## config.mk

```make
export PLATFORM = sky130hd
export DESIGN_NAME = perf_gate_unit
export DESIGN_NICKNAME = d
export VERILOG_FILES = /design/src/rtl/pgu_pkg.sv /design/src/rtl/pgu_auth_gate.sv /design/src/rtl/pgu_counter.sv /design/src/rtl/pgu_ovf_bank.sv /design/src/rtl/pgu_export.sv /design/src/rtl/perf_gate_unit.sv
export SDC_FILE = /design/constraint.sdc
export NUM_CORES = 1
export LEC_CHECK = 0
export BUFFER_PORTS_ARGS = -buffer_cell sky130_fd_sc_hd__buf_4
export CORE_MARGIN = 5
export CORE_UTILIZATION = 30
export DETAILED_ROUTE_END_ITERATION = 16
export PLACE_DENSITY = 0.62
export SKIP_LAST_GASP = 1
export SYNTH_ARGS = -nofsm -noshare
export SYNTH_HDL_FRONTEND = slang
export SYNTH_SLANG_ARGS = --single-unit
```

## constraint.sdc

```tcl
create_clock -name clk -period 1.9 [get_ports clk]
set_input_delay 0.285 -clock clk [delete_from_list [all_inputs] [get_ports clk]]
set_output_delay 0.285 -clock clk [all_outputs]
set_load 0.01 [all_outputs]
```

## src/rtl/pgu_pkg.sv

```systemverilog
package pgu_pkg;

   // Authentication-derived permission pair
   typedef struct packed {
      logic evt;
      logic cyc;
   } pgu_gate_t;

   // Register port slot classes
   typedef enum logic [1:0] {
      SLOT_EVT  = 2'd0,
      SLOT_CYC  = 2'd1,
      SLOT_OVF  = 2'd2,
      SLOT_NONE = 2'd3
   } pgu_slot_e;

   function automatic pgu_gate_t pgu_permit(input logic halted,
                                            input logic allow,
                                            input logic hold);
      pgu_gate_t g;
      g.evt = !halted && allow;
      g.cyc = !halted && (allow || !hold);
      return g;
   endfunction

endpackage

```

## src/rtl/pgu_auth_gate.sv

```systemverilog
module pgu_auth_gate #(
   parameter bit EARLY_STOP = 1'b1
) (
   input  logic clk,
   input  logic rst_n,
   input  logic halted,
   input  logic allow,
   input  logic hold,
   output logic evt_gate,
   output logic cyc_gate
);
   import pgu_pkg::*;

   pgu_gate_t now_g;
   pgu_gate_t reg_g;

   assign now_g = pgu_permit(halted, allow, hold);

   always_ff @(posedge clk or negedge rst_n) begin
      if (!rst_n) begin
         reg_g <= '0;
      end else begin
         reg_g <= now_g;
      end
   end

   generate
      if (EARLY_STOP) begin : g_early
         // Registered grant, immediate revoke
         assign evt_gate = reg_g.evt && now_g.evt;
         assign cyc_gate = reg_g.cyc && now_g.cyc;

         AST_GRANT_LAG: assert property (@(posedge clk) disable iff (!rst_n)
            $rose(evt_gate) |-> $past(allow && !halted));
         AST_REVOKE_NOW: assert property (@(posedge clk) disable iff (!rst_n)
            (halted || !allow) |-> !evt_gate);
      end else begin : g_late
         assign evt_gate = reg_g.evt;
         assign cyc_gate = reg_g.cyc;
      end
   endgenerate

endmodule

```

## src/rtl/pgu_counter.sv

```systemverilog
module pgu_counter #(
   parameter int W = 32
) (
   input  logic         clk,
   input  logic         rst_n,
   input  logic         wr,
   input  logic [W-1:0] wdata,
   input  logic         clr,
   input  logic         inc,
   output logic [W-1:0] value,
   output logic         wrap
);
   localparam logic [W-1:0] ONE = W'(1);

   always_ff @(posedge clk or negedge rst_n) begin
      if (!rst_n) begin
         value <= '0;
      end else if (wr) begin
         value <= wdata;
      end else if (clr) begin
         value <= '0;
      end else if (inc) begin
         value <= value + ONE;
      end
   end

   assign wrap = inc && !wr && !clr && (&value);

   AST_WRITE_WINS: assert property (@(posedge clk) disable iff (!rst_n)
      wr |=> value == $past(wdata));
   AST_CLEAR_ZEROES: assert property (@(posedge clk) disable iff (!rst_n)
      (clr && !wr) |=> value == '0);

endmodule

```

## src/rtl/pgu_ovf_bank.sv

```systemverilog
module pgu_ovf_bank #(
   parameter int NB = 5
) (
   input  logic          clk,
   input  logic          rst_n,
   input  logic [NB-1:0] set,
   input  logic          clr_wr,
   input  logic [NB-1:0] clr_mask,
   output logic [NB-1:0] flags
);
   logic [NB-1:0] keep;

   assign keep = clr_wr ? ~clr_mask : '1;

   always_ff @(posedge clk or negedge rst_n) begin
      if (!rst_n) begin
         flags <= '0;
      end else begin
         flags <= (flags & keep) | set;
      end
   end

   AST_OVF_STICKY: assert property (@(posedge clk) disable iff (!rst_n)
      !clr_wr |=> (flags & $past(flags)) == $past(flags));
   AST_OVF_SET_WINS: assert property (@(posedge clk) disable iff (!rst_n)
      |set |=> (flags & $past(set)) == $past(set));

endmodule

```

## src/rtl/pgu_export.sv

```systemverilog
module pgu_export #(
   parameter int N     = 4,
   parameter bit STAGE = 1'b1
) (
   input  logic         clk,
   input  logic         rst_n,
   input  logic [N-1:0] pulse,
   input  logic         x_en,
   input  logic         gate,
   output logic [N-1:0] exp_o
);
   logic [N-1:0] qual;

   assign qual = (x_en && gate) ? pulse : '0;

   generate
      if (STAGE) begin : g_reg
         always_ff @(posedge clk or negedge rst_n) begin
            if (!rst_n) begin
               exp_o <= '0;
            end else begin
               exp_o <= qual;
            end
         end

         AST_EXPORT_NEEDS_X: assert property (@(posedge clk) disable iff (!rst_n)
            (|exp_o) |-> $past(x_en));
         AST_EXPORT_NEEDS_PULSE: assert property (@(posedge clk) disable iff (!rst_n)
            ((exp_o & ~$past(pulse)) == '0));
      end else begin : g_comb
         assign exp_o = qual;
      end
   endgenerate

endmodule

```

## src/rtl/perf_gate_unit.sv

```systemverilog
module perf_gate_unit #(
   parameter int N_EVT        = 4,
   parameter int CNT_W        = 32,
   parameter bit EARLY_STOP   = 1'b1,
   parameter bit EXPORT_STAGE = 1'b1,
   localparam int AW          = $clog2(N_EVT + 2),
   localparam int NB          = N_EVT + 1
) (
   input  logic                   clk,
   input  logic                   rst_n,
   input  logic                   dbg_halted,
   input  logic                   ni_dbg_allow,
   input  logic                   ctl_cyc_hold,
   input  logic                   ctl_export_en,
   input  logic                   ctl_glob_en,
   input  logic                   cyc_en,
   input  logic [N_EVT-1:0]       evt_en,
   input  logic [N_EVT-1:0]       evt_pulse,
   input  logic                   evt_clr,
   input  logic                   cyc_clr,
   input  logic                   reg_wr,
   input  logic [AW-1:0]          reg_addr,
   input  logic [CNT_W-1:0]       reg_wdata,
   output logic [CNT_W-1:0]       reg_rdata,
   output logic [N_EVT*CNT_W-1:0] evt_count,
   output logic [CNT_W-1:0]       cyc_count,
   output logic [NB-1:0]          ovf_flags,
   output logic [N_EVT-1:0]       evt_export
);
   import pgu_pkg::*;

   localparam logic [AW-1:0] CYC_ADDR = AW'(N_EVT);
   localparam logic [AW-1:0] OVF_ADDR = AW'(N_EVT + 1);

   generate
      if (N_EVT < 1 || N_EVT > 30) begin : g_bad_n
         $error("perf_gate_unit: N_EVT out of range");
      end
      if (CNT_W < NB || CNT_W > 64) begin : g_bad_w
         $error("perf_gate_unit: CNT_W must hold the overflow word and be at most 64");
      end
   endgenerate

   logic          evt_gate;
   logic          cyc_gate;
   logic [NB-1:0] wrap_v;
   pgu_slot_e     slot;

   pgu_auth_gate #(.EARLY_STOP(EARLY_STOP)) u_gate (
      .clk      (clk),
      .rst_n    (rst_n),
      .halted   (dbg_halted),
      .allow    (ni_dbg_allow),
      .hold     (ctl_cyc_hold),
      .evt_gate (evt_gate),
      .cyc_gate (cyc_gate)
   );

   generate
      for (genvar i = 0; i < N_EVT; i++) begin : g_evt
         logic wr_i;
         logic inc_i;
         assign wr_i  = reg_wr && (reg_addr == AW'(i));
         assign inc_i = evt_pulse[i] && ctl_glob_en && evt_en[i] && evt_gate;

         pgu_counter #(.W(CNT_W)) u_cnt (
            .clk   (clk),
            .rst_n (rst_n),
            .wr    (wr_i),
            .wdata (reg_wdata),
            .clr   (evt_clr),
            .inc   (inc_i),
            .value (evt_count[i*CNT_W +: CNT_W]),
            .wrap  (wrap_v[i])
         );
      end
   endgenerate

   logic cyc_wr;
   logic cyc_inc;
   assign cyc_wr  = reg_wr && (reg_addr == CYC_ADDR);
   assign cyc_inc = ctl_glob_en && cyc_en && cyc_gate;

   pgu_counter #(.W(CNT_W)) u_cyc (
      .clk   (clk),
      .rst_n (rst_n),
      .wr    (cyc_wr),
      .wdata (reg_wdata),
      .clr   (cyc_clr),
      .inc   (cyc_inc),
      .value (cyc_count),
      .wrap  (wrap_v[N_EVT])
   );

   pgu_ovf_bank #(.NB(NB)) u_ovf (
      .clk      (clk),
      .rst_n    (rst_n),
      .set      (wrap_v),
      .clr_wr   (reg_wr && (reg_addr == OVF_ADDR)),
      .clr_mask (reg_wdata[NB-1:0]),
      .flags    (ovf_flags)
   );

   pgu_export #(.N(N_EVT), .STAGE(EXPORT_STAGE)) u_exp (
      .clk   (clk),
      .rst_n (rst_n),
      .pulse (evt_pulse),
      .x_en  (ctl_export_en),
      .gate  (evt_gate),
      .exp_o (evt_export)
   );

   // Read decode
   always_comb begin
      if (reg_addr < CYC_ADDR)       slot = SLOT_EVT;
      else if (reg_addr == CYC_ADDR) slot = SLOT_CYC;
      else if (reg_addr == OVF_ADDR) slot = SLOT_OVF;
      else                           slot = SLOT_NONE;
   end

   always_comb begin
      reg_rdata = '0;
      unique case (slot)
         SLOT_EVT: begin
            for (int k = 0; k < N_EVT; k++) begin
               if (reg_addr == AW'(k)) reg_rdata = evt_count[k*CNT_W +: CNT_W];
            end
         end
         SLOT_CYC: reg_rdata = cyc_count;
         SLOT_OVF: reg_rdata[NB-1:0] = ovf_flags;
         default:  reg_rdata = '0;
      endcase
   end

   AST_HALT_FREEZE: assert property (@(posedge clk) disable iff (!rst_n)
      (dbg_halted && !reg_wr && !evt_clr && !cyc_clr) |=>
         ($stable(evt_count) && $stable(cyc_count)));
   AST_HALT_NO_EXPORT: assert property (@(posedge clk) disable iff (!rst_n)
      dbg_halted |=> evt_export == '0);
   AST_EVT_PROHIBIT: assert property (@(posedge clk) disable iff (!rst_n)
      (!ni_dbg_allow && !reg_wr && !evt_clr) |=> $stable(evt_count));
   AST_CYC_HOLD: assert property (@(posedge clk) disable iff (!rst_n)
      (!ni_dbg_allow && ctl_cyc_hold && !reg_wr && !cyc_clr) |=> $stable(cyc_count));
   AST_GLOBAL_OFF: assert property (@(posedge clk) disable iff (!rst_n)
      (!ctl_glob_en && !reg_wr && !evt_clr && !cyc_clr) |=>
         ($stable(evt_count) && $stable(cyc_count)));

endmodule

```

* Word-level counts from Yosys, hierarchy flattened
Cells that the tools add are included.
** Cells by class
- Bitwise logic cells :: 3
- $lt $le $gt $ge :: 1
- Add/subtract/negate cells :: 5
- Reductions and logical operators :: 62
- Eq/ne operators :: 7
- Mux-type cells :: 26
** Operator list (count)
- $mux W32 :: 19
- $add A32 B1 Y32 const B :: 5
- $reduce_and A32 Y1 :: 5
- $pmux W27 S2 :: 1
- $logic_and A1 B1 Y1 :: 40
- $pmux W5 S3 :: 1
- $reduce_bool A3 Y1 :: 5
- $logic_not A1 Y1 :: 9
- $eq A3 B2 Y1 const B :: 2
- $eq A3 B3 Y1 const B :: 2
- $and A5 B5 Y5 :: 1
- $mux W5 :: 1
- $not A5 Y5 :: 1
- $or A5 B5 Y5 :: 1
- $mux W2 :: 2
- $mux W4 :: 1
- $eq A3 B1 Y1 const B :: 1
- $logic_not A3 Y1 :: 1
- $lt A3 B3 Y1 const B :: 1
- $eq A2 B1 Y1 const B :: 1
- $eq A2 B2 Y1 const B :: 1
- $logic_not A2 Y1 :: 1
- $logic_or A1 B1 Y1 :: 1
- $mux W1 :: 1
** Storage, ports and cells
- Output and inout port bits :: 201
- Word-level logic and storage cells :: 113
- Register bits after elaboration :: 171
- Bits of input ports :: 54

* Longest topological paths before layout
- Depth after elaboration :: 9
- Gate-level depth with buffers :: 8
- Depth with buffers taken out :: 6

* Cells and area by module
Synthesis repeated with hierarchy kept, for this count alone.
** Unflattened totals
- Cells, all modules :: 1341
- Area, all modules :: 11741.3 µm²
** Modules (own cells, without submodules)
- pgu_counter :: area each 1960.6 µm², cells an instance 228, times used 5, seq. area each 800.8 µm²
- perf_gate_unit :: area each 1551.5 µm², cells an instance 171, times used 1, seq. area each 0.0 µm²
- pgu_ovf_bank :: area each 181.4 µm², cells an instance 15, times used 1, seq. area each 125.1 µm²
- pgu_export :: area each 125.1 µm², cells an instance 8, times used 1, seq. area each 100.1 µm²
- pgu_auth_gate :: area each 80.1 µm², cells an instance 7, times used 1, seq. area each 50.0 µm²

* Least setup slack after synthesis
Ideal clock, no wire load.
- Path kind :: reg2reg
- From :: register g_evt[1].u_cnt.value[9]
- To :: register g_evt[1].u_cnt.value[19]
- Period minus slack after synthesis :: 1979 ps
- Arrival time :: 1853 ps
- Path buffers :: 1
- Setup time :: 127 ps
- Required time :: 1773 ps
- Slack :: -79 ps
- Cell stages (with the launch flop) :: 7
- Path through :: dfrtp_1 -> nand4_2 -> or3_1 -> clkbuf_1 -> or4_1 -> xor2_1 -> o21ai_2
** Between the ends
- Longest elaborated chain between the ends :: 4
** RTL lines
- start, declared :: line pgu_counter.sv:10 : output logic [W-1:0] value,
- start signal, assigned :: line pgu_counter.sv:19 : value <= wdata;
- start signal, assigned :: line pgu_counter.sv:23 : value <= value + ONE;
- $add A32 B1 Y32 :: line pgu_counter.sv:23
- $mux W32 :: line pgu_counter.sv:22 : end else if (inc) begin
- $mux W32 :: line pgu_counter.sv:20 : end else if (clr) begin
- $mux W32 :: line pgu_counter.sv:18 : end else if (wr) begin
No other way between the ends. The select of a mux whose other input is x is not followed.
A chain may end at the register's enable or synchronous reset.

* Worst setup path after layout
- From :: register u_gate.reg_g[1] (netlist bit)
- To :: register g_evt[1].u_cnt.value[27]
** Between the ends
- Longest elaborated chain between the ends :: 3
** RTL lines
- start, declared :: line pgu_auth_gate.sv:15 : pgu_gate_t reg_g;
- start signal, assigned :: line pgu_auth_gate.sv:23 : reg_g <= now_g;
- $logic_and A1 B1 Y1 :: line pgu_auth_gate.sv:30 : assign evt_gate = reg_g.evt && now_g.evt;
- $logic_and A1 B1 Y1 :: line perf_gate_unit.sv:64 : assign inc_i = evt_pulse[i] && ctl_glob_en && evt_en[i] && evt_gate;
- $reduce_bool A3 Y1 (no source line)
No other way between the ends.

==> flow_summary.rst <==
.. list-table::
   :header-rows: 1

   * - Metric
     - Value
   * - GRT Resource Usage Total
     - between 20% and 30%
   * - Number of design rule violations left after detail routing
     - 0
   * - Violated checks
     - setup timing
   * - Final design utilization
     - 47.0%
   * - Leading post-synthesis cells by instance count
     - sky130_fd_sc_hd__nand2_1, sky130_fd_sc_hd__dfrtp_1, sky130_fd_sc_hd__o21ai_0
   * - Die outline height
     - 204 µm
   * - PD cells
     - 528 nW/µm²
   * - First-pass GRT wire length
     - 79,900 µm
   * - Ratio of cells with drive above 1 in the final layout
     - approximately two fifths
   * - Starting density of the core
     - a little under a third
   * - Number of antenna violations at the first check in global routing
     - 0
   * - P_leak
     - 7.84 nW
   * - Final Skew
     - between 0.015 and 0.02 ns
   * - Maximum fanout encountered on the critical timing path
     - 5
   * - Die X-Extent
     - about 200 µm
   * - Setup slack of the most critical reg-to-reg path
     - -0.14 ns
   * - Data arrival, critical path
     - roughly 2.4 ns
   * - Final non-filler cell area
     - around 18,000 µm²
   * - RD Place Congestion
     - approximately 1
   * - Clock slew at the register clock pins of the worst setup and hold paths
     - around 0.070 ns
   * - Critical-path cell with the highest stage delay
     - sky130_fd_sc_hd__or4_4
   * - Combinational family with the most area after synthesis
     - simple AND/OR/NAND/NOR gates
   * - Antenna viol nets, final
     - 0
   * - Final setup slack of the worst path
     - -0.138 ns
   * - Clock Sinks
     - ~170
   * - IR drop worst, VDD
     - a little under 0.6 mV
   * - Number of antenna repair diodes
     - 0
   * - Maximum number of pins on one net before global-route repair
     - 51
   * - Net count reported at finish
     - 1,909
   * - Ports
     - 255
   * - Post-detailed-routing wire length
     - 54,500 µm
   * - Worst hold margin
     - just over 0.04 ns
   * - Biggest area contributors in the synthesized netlist
     - sky130_fd_sc_hd__dfrtp_1, sky130_fd_sc_hd__nand2_1, sky130_fd_sc_hd__mux2i_1
   * - Yosys warning total
     - 0
   * - Library cell used as clock root buffer
     - sky130_fd_sc_hd__clkbuf_16
   * - Number of flip-flops and latches in the synthesized netlist
     - about 170
   * - Remaining Overflow, GRT
     - 0
   * - FFs w/ async S/R, synth
     - 100%
   * - Cell area after synthesis
     - between 10,000 and 15,000 µm²
   * - Kind of end point of the critical path
     - register
   * - Outcome
     - finished with violations
   * - Top cell type's share of synthesized area
     - 38.1%
   * - Detailed Routing Iterations Pass 1
     - 5
   * - Internal cell power
     - roughly 6.5 mW
   * - Synth Flop Type
     - sky130_fd_sc_hd__dfrtp_1
   * - Number of DRC markers in iteration 0
     - roughly 1.4k
   * - Compound-Gate Fraction of Synth Area
     - 14.3%
   * - Count of final setup violators
     - 31
   * - Routed wire length per instance
     - 23.3 µm
   * - Switching portion of total power
     - roughly 30%
   * - Area share of fa/ha/maj cells after synthesis
     - 0.556%
   * - Maximum buffer depth of the clock tree
     - 2
   * - Classification of the worst-slack hold path
     - input port to register
   * - Std-Cell Rows
     - 71
   * - Area of placed instances
     - 15,500 µm²
   * - Number of buffer cells added on primary ports
     - 254
   * - Post-synth cell types
     - 62
   * - Total core area
     - around 37,000 µm²
   * - Worst path required time
     - around 2.2 ns
   * - Clk pwr share
     - approximately two fifths
   * - Final total power
     - 9.26 mW
   * - Via count
     - 13.1k
   * - Number of global-route vias before repair
     - approximately 13k
   * - Signed area change from the synthesized netlist to the final layout
     - 56.0%
   * - Slowest stage delay, CP
     - around 0.60 ns
   * - Number of max-capacitance violations reported
     - 0
   * - Transition time at the pin with the least slew margin
     - about 0.76 ns
   * - Unrepaired setup endpoints after global routing
     - yes
   * - Clk_lat worst skew
     - approximately 0.45 ns
   * - Final number of max-transition violations
     - 0
   * - Slew margin rel.
     - 49.2%
   * - TritonCTS clock tree
     - yes
   * - Crit share post-route
     - 107%
   * - Maximum operating frequency
     - 0.491 GHz
   * - XOR/XNOR share of the synthesized area
     - a little under a tenth
   * - Worst slack, placed
     - -0.209 ns
   * - Total number of H-tree levels
     - 4
   * - Cells after Synth
     - around 1.3k
   * - Switching power
     - 2.73 mW
   * - Number of hold violations in the final report
     - 0
   * - Cells along the critical path
     - nand4b_4, or4_4, buf_12, buf_4, nor4_2, xnor2_1, o21ai_1
   * - Multiplexer fraction of the synthesized cell area
     - 6.79%
   * - Critical Setup Path Class
     - register to register
   * - Category of the worst setup path launch point
     - register
   * - Synth Area per Inst
     - 8.41 µm²
   * - Number of buffers inserted during clock tree synthesis
     - 17
   * - Simple-gate share of the synthesized area
     - between 20% and 30%
   * - Overall die area
     - ~41,000 µm²
   * - Number of enable-type register cells in the synthesized netlist
     - 0
   * - Placed wire-length estimate after detailed placement
     - roughly 41,000 µm
   * - Via-to-Cell Ratio
     - approximately 5.6
   * - Post-Syn Nets
     - roughly 1.4k
   * - Crit path time final
     - just over 2 ns
   * - Most numerous cell in the Yosys netlist
     - sky130_fd_sc_hd__nand2_1
   * - Cell type with the highest aggregate area in the netlist
     - sky130_fd_sc_hd__dfrtp_1
   * - Combinational power share
     - between 10% and 20%
   * - Proportion of synthesized chip area in sequential cells
     - approximately two fifths
   * - Fraction of power consumed by sequential logic
     - 41.9%
[area by class of cell]
class                           instances  area (µm²)
Clock buffer                           19         453
Clock inverter                         13         156
Fill cell                            3630       19800
Inverter                               23        86.3
Multi-Input combinational cell       1064        7200
Sequential cell                       171        4310
Tap cell                              474         593
Timing Repair Buffer                  573        4750
[metrics by stage]
stage / setup TNS, ns / std cells
after floorplan: 0 / 1337
after global placement: -0.545 / 2220
after detailed placement: -0.813 / 2220
after CTS: -2.59 / 2295
after global routing: -5.43 / 2337
final: -2.32 / 2337
[power by group through the flow]
stage / registers, mW / logic, mW / clock network [mW]
finish: 3.88 / 1.67 / 3.71
global route: 3.90 / 1.78 / 3.90
CTS: 3.88 / 1.60 / 3.75
detailed placement: 3.94 / 1.52 / 0
global placement: 3.94 / 1.50 / 0
floorplan: 4.02 / 0.457 / 0
[sequential cells by signal (all words and copies together), names as in the netlist]
register and cells:
g_evt.u_cnt.value 128, u_cyc.value 32, u_exp.exp_o 4, u_gate.reg_g 2, u_ovf.flags 5
[worst paths after layout]
kind,to,cells after the start,startpoint
max,g_evt[1].u_cnt.value[27],7,u_gate.reg_g[1]
min,u_gate.reg_g[0],2,ctl_cyc_hold
max reg2reg,g_evt[1].u_cnt.value[27],7,u_gate.reg_g[1]
min reg2reg,u_ovf.flags[1],3,u_ovf.flags[1]
max in group asynchronous,g_evt[3].u_cnt.value[6],3,rst_n
min in group asynchronous,u_cyc.value[7],2,rst_n
[cell families after synthesis]
logic type	Yosys count
compound gates	277
fa+ha+maj	5
mux	70
xor+xnor	123
flops	171
simple gates	589
buf+inv	102
[layout by cell type (no fill, tap or decap), drive strengths merged, types with 24 or more instances in the layout]
master	count
nor3	26
o31ai	24
xnor2	54
xor2	69
o21ai	132
nor2	61
buf	569
dfrtp	171
nor4	27
o22ai	32
mux2i	65
a21oi	57
and3	25
nand3	73
nand4	76
inv	28
nand2	235
[per-layer routing]
layer	global-route usage, %	wire length [µm]	vias to the layer above
li1	-	-	5855
met1	34.6	22600	6399
met2	39.1	24700	739
met3	4.79	4930	127
met4	9.11	2260	0
met5	0	0	-
[critical path: cells and delay by family (launching register included)]
kind	cells	cell delay, ns
and+or+nand+nor	3	1.01
AOI/OAI and AO/OA	1	0.07
xor gates and xnor gates	1	0.15
DFF	1	0.40
buffers and inverters	2	0.30
[what timing repair did]
| item | 4_1_cts | 5_1_grt |
|---|---|---|
| endpoints found under the hold margin | 33 | 0 |
| endpoints found under the setup margin | 44 | 114 |
| hold buffers | 1 | 0 |
| gates resized for setup | 75 | 116 |
| buffers inserted | 44 | 39 |
| pin swaps | 17 | 54 |
| cloned | 1 | 5 |
Note: power is estimated with default switching activity, not from simulation.
